--- config.mk ---
export PLATFORM = sky130hd
export DESIGN_NAME = trap_router
export DESIGN_NICKNAME = d
export VERILOG_FILES = /design/src/rtl/trap_router_pkg.sv /design/src/rtl/trap_router_regs.sv /design/src/rtl/trap_router_decide.sv /design/src/rtl/trap_router_seq.sv /design/src/rtl/trap_router.sv
export SDC_FILE = /design/constraint.sdc
export NUM_CORES = 1
export LEC_CHECK = 0
export BUFFER_PORTS_ARGS = -buffer_cell sky130_fd_sc_hd__buf_4
export CAP_MARGIN = 20
export CORE_AREA = 3 3 234 236
export DETAILED_ROUTE_END_ITERATION = 8
export DIE_AREA = 0 0 237 239
export PLACE_DENSITY = 0.61
export SLEW_MARGIN = 20
export SYNTH_ARGS = -nofsm -noshare
export SYNTH_HDL_FRONTEND = slang
export SYNTH_SLANG_ARGS = --single-unit
--- constraint.sdc ---
create_clock -name clk -period 6.3 [get_ports clk]
set_input_delay 0.63 -clock clk [delete_from_list [all_inputs] [get_ports clk]]
set_output_delay 0.63 -clock clk [all_outputs]
set_load 0.02 [all_outputs]
--- src/rtl/trap_router_pkg.sv ---
package trap_router_pkg;
    typedef enum logic [1:0] {
        PRIV_U = 2'd0,
        PRIV_S = 2'd1,
        PRIV_M = 2'd3
    } priv_e;

    typedef enum logic [1:0] {
        SEL_VEC     = 2'd0,
        SEL_EXC_DLG = 2'd1,
        SEL_INT_DLG = 2'd2,
        SEL_NONE    = 2'd3
    } csr_sel_e;

    typedef enum logic {
        ST_IDLE   = 1'b0,
        ST_COMMIT = 1'b1
    } state_e;
endpackage

--- src/rtl/trap_router_regs.sv ---
module trap_router_regs
    import trap_router_pkg::*;
#(
    parameter int          XLEN        = 64,
    parameter bit          VECTORED_EN = 1'b1,
    parameter logic [63:0] EXC_FIXED0  = 64'h0001_0800,
    parameter logic [63:0] INT_WMASK   = 64'h0000_2222,
    parameter logic [63:0] RESET_BASE  = 64'h0
) (
    input  logic            clk,
    input  logic            rst_n,
    input  logic            csr_we,
    input  logic [1:0]      csr_sel,
    input  logic [XLEN-1:0] csr_wdata,
    output logic [XLEN-1:0] csr_rdata,
    output logic [XLEN-1:0] m_vec,
    output logic [XLEN-1:0] exc_dlg,
    output logic [XLEN-1:0] int_dlg
);
    localparam logic [XLEN-1:0] EXC_WMASK = ~EXC_FIXED0[XLEN-1:0];
    localparam logic [XLEN-1:0] INT_MASK  = INT_WMASK[XLEN-1:0];

    csr_sel_e        sel;
    logic [XLEN-3:0] base_q;
    logic [1:0]      mode_q;

    assign sel = csr_sel_e'(csr_sel);

    always_ff @(posedge clk or negedge rst_n) begin
        if (!rst_n) begin
            base_q  <= RESET_BASE[XLEN-1:2];
            exc_dlg <= '0;
            int_dlg <= '0;
        end else if (csr_we) begin
            unique case (sel)
                SEL_VEC:     base_q  <= csr_wdata[XLEN-1:2];
                SEL_EXC_DLG: exc_dlg <= csr_wdata & EXC_WMASK;
                SEL_INT_DLG: int_dlg <= csr_wdata & INT_MASK;
                SEL_NONE:    ;
            endcase
        end
    end

    generate
        if (VECTORED_EN) begin : g_mode_rw
            always_ff @(posedge clk or negedge rst_n) begin
                if (!rst_n) begin
                    mode_q <= 2'd0;
                end else if (csr_we && sel == SEL_VEC && !csr_wdata[1]) begin
                    mode_q <= csr_wdata[1:0];
                end
            end
        end else begin : g_mode_direct
            assign mode_q = 2'd0;
        end
    endgenerate

    assign m_vec = {base_q, mode_q};

    always_comb begin
        unique case (sel)
            SEL_VEC:     csr_rdata = m_vec;
            SEL_EXC_DLG: csr_rdata = exc_dlg;
            SEL_INT_DLG: csr_rdata = int_dlg;
            SEL_NONE:    csr_rdata = '0;
        endcase
    end
endmodule

--- src/rtl/trap_router_decide.sv ---
module trap_router_decide
    import trap_router_pkg::*;
#(
    parameter int XLEN    = 64,
    parameter int CAUSE_W = 6
) (
    input  logic [1:0]         trap_priv,
    input  logic               trap_intr,
    input  logic [CAUSE_W-1:0] trap_cause,
    input  logic [XLEN-1:0]    exc_dlg,
    input  logic [XLEN-1:0]    int_dlg,
    input  logic [XLEN-1:0]    m_vec,
    input  logic [XLEN-1:0]    s_vec,
    output logic               to_super,
    output logic [XLEN-1:0]    target
);
    function automatic logic [XLEN-1:0] vec_target(
        input logic [XLEN-1:0]    vec,
        input logic               intr,
        input logic [CAUSE_W-1:0] cause
    );
        logic [XLEN-1:0] base;
        logic [XLEN-1:0] offs;
        base = {vec[XLEN-1:2], 2'b00};
        offs = (intr && vec[1:0] == 2'd1) ? XLEN'({cause, 2'b00}) : '0;
        return base + offs;
    endfunction

    logic dlg_bit;

    always_comb begin
        dlg_bit  = trap_intr ? int_dlg[trap_cause] : exc_dlg[trap_cause];
        to_super = (priv_e'(trap_priv) != PRIV_M) && dlg_bit;
        target   = vec_target(to_super ? s_vec : m_vec, trap_intr, trap_cause);
    end
endmodule

--- src/rtl/trap_router_seq.sv ---
module trap_router_seq
    import trap_router_pkg::*;
#(
    parameter int XLEN    = 64,
    parameter int CAUSE_W = 6
) (
    input  logic               clk,
    input  logic               rst_n,
    input  logic               trap_valid,
    output logic               trap_ready,
    input  logic               trap_intr,
    input  logic [CAUSE_W-1:0] trap_cause,
    input  logic [1:0]         trap_priv,
    input  logic [XLEN-1:0]    trap_epc,
    input  logic [XLEN-1:0]    trap_tval,
    input  logic               to_super,
    input  logic [XLEN-1:0]    target,
    output logic [XLEN-1:0]    redirect_pc,
    output logic [1:0]         dest_mode,
    output logic               m_wr,
    output logic               s_wr,
    output logic [XLEN-1:0]    cause_out,
    output logic [XLEN-1:0]    epc_out,
    output logic [XLEN-1:0]    tval_out,
    output logic [1:0]         prev_mode
);
    state_e state_q;
    state_e state_d;
    logic   accept;
    logic   super_q;

    assign accept = (state_q == ST_IDLE) && trap_valid;

    always_comb begin
        unique case (state_q)
            ST_IDLE:   state_d = accept ? ST_COMMIT : ST_IDLE;
            ST_COMMIT: state_d = ST_IDLE;
        endcase
    end

    always_ff @(posedge clk or negedge rst_n) begin
        if (!rst_n) state_q <= ST_IDLE;
        else        state_q <= state_d;
    end

    always_ff @(posedge clk or negedge rst_n) begin
        if (!rst_n) begin
            super_q     <= 1'b0;
            redirect_pc <= '0;
            cause_out   <= '0;
            epc_out     <= '0;
            tval_out    <= '0;
            prev_mode   <= 2'd0;
        end else if (accept) begin
            super_q     <= to_super;
            redirect_pc <= target;
            cause_out   <= {trap_intr, (XLEN-1)'(trap_cause)};
            epc_out     <= trap_epc;
            tval_out    <= trap_tval;
            prev_mode   <= trap_priv;
        end
    end

    always_comb begin
        trap_ready = (state_q == ST_IDLE);
        m_wr       = (state_q == ST_COMMIT) && !super_q;
        s_wr       = (state_q == ST_COMMIT) && super_q;
        dest_mode  = super_q ? PRIV_S : PRIV_M;
    end
endmodule

--- src/rtl/trap_router.sv ---
module trap_router #(
    parameter int          XLEN        = 64,
    parameter int          CAUSE_W     = 6,
    parameter bit          VECTORED_EN = 1'b1,
    parameter logic [63:0] EXC_FIXED0  = 64'h0001_0800,
    parameter logic [63:0] INT_WMASK   = 64'h0000_2222,
    parameter logic [63:0] RESET_BASE  = 64'h0
) (
    input  logic               clk,
    input  logic               rst_n,
    input  logic               trap_valid,
    output logic               trap_ready,
    input  logic               trap_intr,
    input  logic [CAUSE_W-1:0] trap_cause,
    input  logic [1:0]         trap_priv,
    input  logic [XLEN-1:0]    trap_epc,
    input  logic [XLEN-1:0]    trap_tval,
    input  logic [XLEN-1:0]    s_vec_base,
    input  logic               csr_we,
    input  logic [1:0]         csr_sel,
    input  logic [XLEN-1:0]    csr_wdata,
    output logic [XLEN-1:0]    csr_rdata,
    output logic [XLEN-1:0]    redirect_pc,
    output logic [1:0]         dest_mode,
    output logic               m_wr,
    output logic               s_wr,
    output logic [XLEN-1:0]    cause_out,
    output logic [XLEN-1:0]    epc_out,
    output logic [XLEN-1:0]    tval_out,
    output logic [1:0]         prev_mode
);
    logic [XLEN-1:0] m_vec;
    logic [XLEN-1:0] exc_dlg;
    logic [XLEN-1:0] int_dlg;
    logic            to_super;
    logic [XLEN-1:0] target;

    trap_router_regs #(
        .XLEN(XLEN), .VECTORED_EN(VECTORED_EN), .EXC_FIXED0(EXC_FIXED0),
        .INT_WMASK(INT_WMASK), .RESET_BASE(RESET_BASE)
    ) u_regs (
        .clk(clk), .rst_n(rst_n), .csr_we(csr_we), .csr_sel(csr_sel),
        .csr_wdata(csr_wdata), .csr_rdata(csr_rdata), .m_vec(m_vec),
        .exc_dlg(exc_dlg), .int_dlg(int_dlg)
    );

    trap_router_decide #(.XLEN(XLEN), .CAUSE_W(CAUSE_W)) u_decide (
        .trap_priv(trap_priv), .trap_intr(trap_intr), .trap_cause(trap_cause),
        .exc_dlg(exc_dlg), .int_dlg(int_dlg), .m_vec(m_vec), .s_vec(s_vec_base),
        .to_super(to_super), .target(target)
    );

    trap_router_seq #(.XLEN(XLEN), .CAUSE_W(CAUSE_W)) u_seq (
        .clk(clk), .rst_n(rst_n), .trap_valid(trap_valid), .trap_ready(trap_ready),
        .trap_intr(trap_intr), .trap_cause(trap_cause), .trap_priv(trap_priv),
        .trap_epc(trap_epc), .trap_tval(trap_tval), .to_super(to_super),
        .target(target), .redirect_pc(redirect_pc), .dest_mode(dest_mode),
        .m_wr(m_wr), .s_wr(s_wr), .cause_out(cause_out), .epc_out(epc_out),
        .tval_out(tval_out), .prev_mode(prev_mode)
    );
endmodule

## After elaboration in Yosys (flattened, before gate mapping)

Index checks and enable logic that the tools add are counted.

- Word-level logic and storage cells: 43
- Bits of input ports: 271
- Output and inout port bits: 327
- Flip-flop bits (word level): 333

- Order comparisons: 1
- Reduce and logical (&&, ||, !) cells: 13
- Bitwise gates (word level): 1
- Equality and inequality tests: 5
- Mux-type cells: 11
- $add $sub $neg: 1

Operators with widths:

| cell | count |
|---|---|
| one-hot mux 64 bit (4 select lines) | 1 |
| adder 64 bit | 1 |
| two-way mux 64 bit | 1 |
| binary-select mux 1 bit (select 6 bit) | 2 |
| two-way mux 8 bit | 1 |
| logical AND 1 bit | 7 |
| less-than comparator 6 x 7 -> 1 bit, second input constant | 1 |
| AND reduction 2 bit | 3 |
| equality test 2 x 1 -> 1 bit, second input constant | 2 |
| equality test 2 bit, second input constant | 2 |
| two-way mux 1 bit | 4 |
| zero test 1 bit | 2 |
| zero test 2 bit | 1 |
| two-way mux 2 bit | 1 |
| != test 2 bit, second input constant | 1 |
| one-hot mux 1 bit (2 select lines) | 1 |
| NOT 1 bit | 1 |

## Logic depth before layout (Yosys ltp)

- Word-level depth: 9
- Depth in mapped cells: 27
- Gate-level depth less buffers: 21

## By module

A second synthesis with hierarchy kept.

- Cell total of the unflattened synthesis: 1608
- Area, all modules: 20075.5 µm²

By module, submodules not included:

| module | cells an instance | seq. area each (µm²) | instances | area an instance (µm²) |
|---|---|---|---|---|
| trap_router_seq | 493 | 5079.9 | 1 | 8730.9 |
| trap_router_regs | 483 | 3253.1 | 1 | 6857.8 |
| trap_router_decide | 632 | 0.0 | 1 | 4486.8 |

## Worst setup path after synthesis

OpenSTA, ideal clock, no wires.

- Path kind: input-to-reg
- Start point: in trap_cause[0]
- End point: reg u_seq.redirect_pc[14]
- Path slack: 0.951 ns
- Library setup time: 0.133 ns
- Required time: 6.167 ns
- Arrival: 5.216 ns
- Stages: 26
- Path buffers: 6
- Cells stage by stage: buf_6 -> mux4_2 -> and3_1 -> a31oi_1 -> nand4b_1 -> o22ai_4 -> buf_6 -> buf_12 -> buf_6 -> a31oi_1 -> nor2b_1 -> and2_1 -> ha_1 -> inv_1 -> fa_1 -> nor2b_1 -> o21ai_0 -> a21oi_1 -> o21a_1 -> clkbuf_1 -> or2_2 -> clkbuf_1 -> nand3_1 -> xnor2_1 -> o21ai_0 -> o21ai_0

- Word-level cells in the longest chain between the ends: 9
- Elaborated cells on any way between the ends: 11
- Classes of those cells: add/sub (1); eq/ne (1); mux (7); reduce/logical (2)

Ends and longest elaborated chain:

| item | RTL line | RTL |
|---|---|---|
| start: declaration | trap_router.sv:14 | `input logic [CAUSE_W-1:0] trap_cause,` |
| binary-select mux 1 bit (select 6 bit) | trap_router_decide.sv:32 | `dlg_bit = trap_intr ? int_dlg[trap_cause] : exc_dlg[trap_cause];` |
| two-way mux 1 bit (implied by the code) | trap_router_decide.sv:32 |  |
| two-way mux 1 bit | trap_router_decide.sv:32 |  |
| logical AND 1 bit | trap_router_decide.sv:33 | `to_super = (priv_e'(trap_priv) != PRIV_M) && dlg_bit;` |
| two-way mux 64 bit | trap_router_decide.sv:34 | `target = vec_target(to_super ? s_vec : m_vec, trap_intr, trap_cause);` |
| equality test 2 x 1 -> 1 bit | trap_router_decide.sv:25 | `offs = (intr && vec[1:0] == 2'd1) ? XLEN'({cause, 2'b00}) : '0;` |
| logical AND 1 bit | trap_router_decide.sv:25 |  |
| two-way mux 8 bit | trap_router_decide.sv:25 |  |
| adder 64 bit * | trap_router_decide.sv:26 | `return base + offs;` |
| end signal: assignment | trap_router_seq.sv:56 | `redirect_pc <= target;` |
| end: declaration | trap_router_seq.sv:18 | `output logic [XLEN-1:0] redirect_pc,` |

Mark *: on every way between the ends. The rest lies on a longest branch, timed or not. The select of a mux whose other input is x is not followed.
A chain may end at the register's enable or synchronous reset.

## Worst setup path in the final report

- Start point: in trap_cause[0]
- End point: reg u_seq.redirect_pc[28]

Same word-level chain as after synthesis.

==> qor.yml <==
sta:
  setup_violations: 0
  period_share_pct: 91.55
  hold_viol_final: 0
  whs_ns: 0.04949
  min_period_ns: 5.768
  worst_slack_ns: 0.5323
  skew_ns: 0.01599
  rsz0062_at_grt: "no"
  tightest_slew_ns: 1.060
  fmax_mhz: 173.4
  relSlewSlack_pct: 29.36
  finalMaxSlewViolations: 0
  fin_setup_tns_ns: 0
placed_design:
  globalplace.congestion: 0.8716
  dp_hpwl_mm: 51.85
  dpl-instance-area_um2: 21990
  port_buffers: 537
  pre_cts_slack_ns: 0.08257
global_routing:
  gr-usage-all-layers_pct: 22.87
  grt_first_pass_wirelength_mm: 98.72
  grt_max_degree: 187
  antenna_found_initial: 4
  grt_overflow: 0
  grt_pass1_vias: 15120
floorplanning:
  core_area_um2: 52660
  die_w_um: 237
  start_util_pct: 33.59
  pin_count: 598
  fp.dieH_um: 239
  dieArea_um2: 56640
  placementRows: 84
layout:
  nets: 2592
  fin_util_pct: 44.39
  n_fill_cell: 5084
  syn_to_final_growth_pct: 32.15
  layout-drive-gt1-share_pct: 33.75
  stdcell_area_um2: 23370
power:
  p_per_area_nw_per_um2: 316.3
  leakagePower_uw: 0.01169
  vdd_ir_drop_max_mv: 0.1838
clock_tree:
  insertion_delay_ns: 0.56
  cts_setup_buffers: 0
  cts-buffers-inserted: 39
  clock-sinks: 331
  clkTransAtPathRegs_ns: 0.06
  cts_tree: "yes"
  cts_root_buf: "clkbuf_16"
  cts_max_level: 2
  cts_max_path_buffers: 3
  post_cts_resized: 0
  cts_hold_buf: 0
status:
  status: "finished clean"
logic_synthesis:
  synth-main-ff-cell: "dfrtp_1"
  syn_inst: 1828
  synth-edff-count: 0
  synth_cell_type_count: 69
  synthArstFlopShare_pct: 100.0
  yosysWarnings: 0
  avgSynthCellArea_um2: 9.676
  ys_seq_area_share_pct: 46.83
  synth_top_area_cell: "dfrtp_1"
  syn_area_um2: 17690
  yosysTopAreaCellShare_pct: 46.83
  ys_top_cells_by_area: "dfrtp_1 47%, nand2_1 12%, mux2_2 9.0%"
  synth_seq_cells: 331
routing:
  firstDrtPassIters: 6
  wl_mm: 68.22
  final_antenna_net_count: 0
  viasPerCell: 5.050
  avgRoutedWirePerCell_um: 22.45
  vias: 15340
  drc: 0
  drt_iter0_markers: 1111
worst_setup_path:
  end_kind: "register"
  worstPathMaxFanout: 21
  cpLargestDelayFamily: "compound AO/OA/AOI/OAI gates"
  cpPeakStageDelay_ns: 0.63
  cp-start-kind: "input port"
  path_cells: "buf_4, mux4_2, and2_1, o311ai_2, a41oi_2, o22ai_4, a31oi_1, nor2b_1, and2_1, ha_1, inv_1, fa_1, nor2b_1, o21ai_0, a21oi_1, o21a_1, o211ai_1, mux2i_1, nand4_1, xor2_1, a31oi_1"
  crit_type: "in -> reg"
  critPathRequiredTime_ns: 6.69
  cpMaxStageDelayCell: "mux2i_1"
  arrival_ns: 6.16
  cp.buffers_inverters: 2
run:
  drv_cap: 0
worst_hold_path:
  hp-class: "in -> async"
## Yosys cell counts (2+ instances only)
master / instances
o2111ai_2: 2
mux2_2: 141
nor2b_1: 5
inv_1: 17
buf_6: 10
or3_1: 5
mux2i_1: 144
nand2_1: 543
nand4b_1: 4
nor3_1: 13
nand2b_1: 3
nor3b_1: 2
and2_1: 19
xnor2_1: 34
and4_1: 5
and3_1: 29
conb_1: 2
nand3_1: 45
o2111ai_1: 5
o211ai_1: 7
ha_1: 6
o21ai_0: 53
o31ai_1: 4
dfrtp_1: 331
nor2_1: 94
xor2_1: 24
nor4_1: 7
nand4_1: 38
o21ai_1: 10
buf_4: 66
a21oi_1: 12
o221ai_1: 7
mux4_2: 12
a31oi_1: 4
buf_1: 12
nand4_2: 2
clkbuf_1: 71
buf_2: 3
o21a_1: 4
nand3b_1: 2
o31a_1: 2
mux2i_2: 2
## worst reg2reg max path, delay by kind of cell, from the launching register on
family / cells / cell delay, ns
AOI/OAI and AO/OA: 9 / 2.16
muxes: 2 / 1.10
and+or+nand+nor: 5 / 1.03
adders and majority gates: 2 / 0.56
DFF: 1 / 0.40
xor gates and xnor gates: 1 / 0.20
buffers and inverters: 1 / 0.06
## cell type report
cell class / instances / area, µm² / area share (%)
diodes: 6 / 15.01 / 0.06423
inverters: 17 / 66.31 / 0.2837
clock inverters: 14 / 188.9 / 0.8083
flip-flops and latches: 331 / 8283 / 35.44
clock buffers: 57 / 1176 / 5.032
multi-input cells: 1375 / 8620 / 36.88
well taps: 688 / 860.8 / 3.683
repair buffers: 550 / 4165 / 17.82
## per-stage QoR
step | cells | total power [µW]
6_report | 3038 | 7393
5_1_grt | 3036 | 7722
4_1_cts | 3032 | 7468
3_5_place_dp | 2961 | 5014
3_3_place_gp | 2961 | 4979
2_1_floorplan | 1886 | 3982
## per-layer routing
metal / global-route usage [%] / part of all wire, %
met2: 35.60 / 46
met5: 0 / 0
met3: 4.096 / 6.6
met1: 32.22 / 44
met4: 7.770 / 3.0
## registers in the layout (all words and copies together), names as in the netlist
signal / cells
u_seq.tval_out: 64
u_seq.super_q: 1
u_seq.prev_mode: 2
u_regs.base_q: 62
u_seq.epc_out: 64
u_seq.cause_out: 7
u_seq.state_q: 1
u_seq.redirect_pc: 62
u_regs.exc_dlg: 62
u_regs.int_dlg: 4
u_regs.mode_q: 2
## cells by family after synthesis
logic type	share of synthesized area, %
mux	19.04
flops	46.83
buf+inv	5.758
other cells	0.04246
xor+xnor	2.872
simple gates	19.92
fa+ha+maj	0.5376
compound gates	5.001
## worst paths after layout
path                                          to  slack, ns  depth (start not counted)               start
max                        u_seq.redirect_pc[28]       0.53                         21       trap_cause[0]
min                             u_seq.epc_out[5]       0.05                          1               rst_n
max reg2reg                u_seq.redirect_pc[28]       0.58                         20  u_regs.exc_dlg[31]
min reg2reg                    u_seq.epc_out[24]       0.47                          2   u_seq.epc_out[24]
max in group asynchronous      u_seq.epc_out[31]       4.72                          2               rst_n
min in group clk               u_seq.epc_out[24]       0.26                          3        trap_epc[24]
## layout by cell type (no fill, tap or decap), types with 3 or more instances in the layout
cell	netlist	final
clkbuf_8	0	9
clkbuf_16	0	41
o211ai_1	7	7
diode_2	0	6
mux4_2	12	12
inv_1	17	16
nand2_1	543	541
and3_1	29	29
o21a_1	4	4
xor2_1	24	24
and4_1	5	5
and2_1	19	18
o21ai_0	53	52
nand4_1	38	38
o221ai_1	7	7
o21ai_1	10	10
nand3_1	45	45
mux2i_1	144	144
nand2b_1	3	3
clkbuf_1	71	7
xnor2_1	34	34
conb_1	2	60
o2111ai_1	5	5
bufinv_16	0	4
nand4b_1	4	4
a21oi_1	12	12
dfrtp_1	331	331
nor4_1	7	7
nor2b_1	5	5
buf_4	66	546
ha_1	6	6
nor2_1	94	94
mux2_2	141	141
o31ai_1	4	4
clkinv_2	0	8
a31oi_1	4	4
nor3_1	13	13
or3_1	5	5
## power by group
| part | internal, µW | switching (µW) |
|---|---|---|
| Combinational | 902 | 1170 |
| Sequential | 2500 | 404 |
| Clock | 1470 | 950 |
Note: power is estimated with default switching activity, not from simulation.
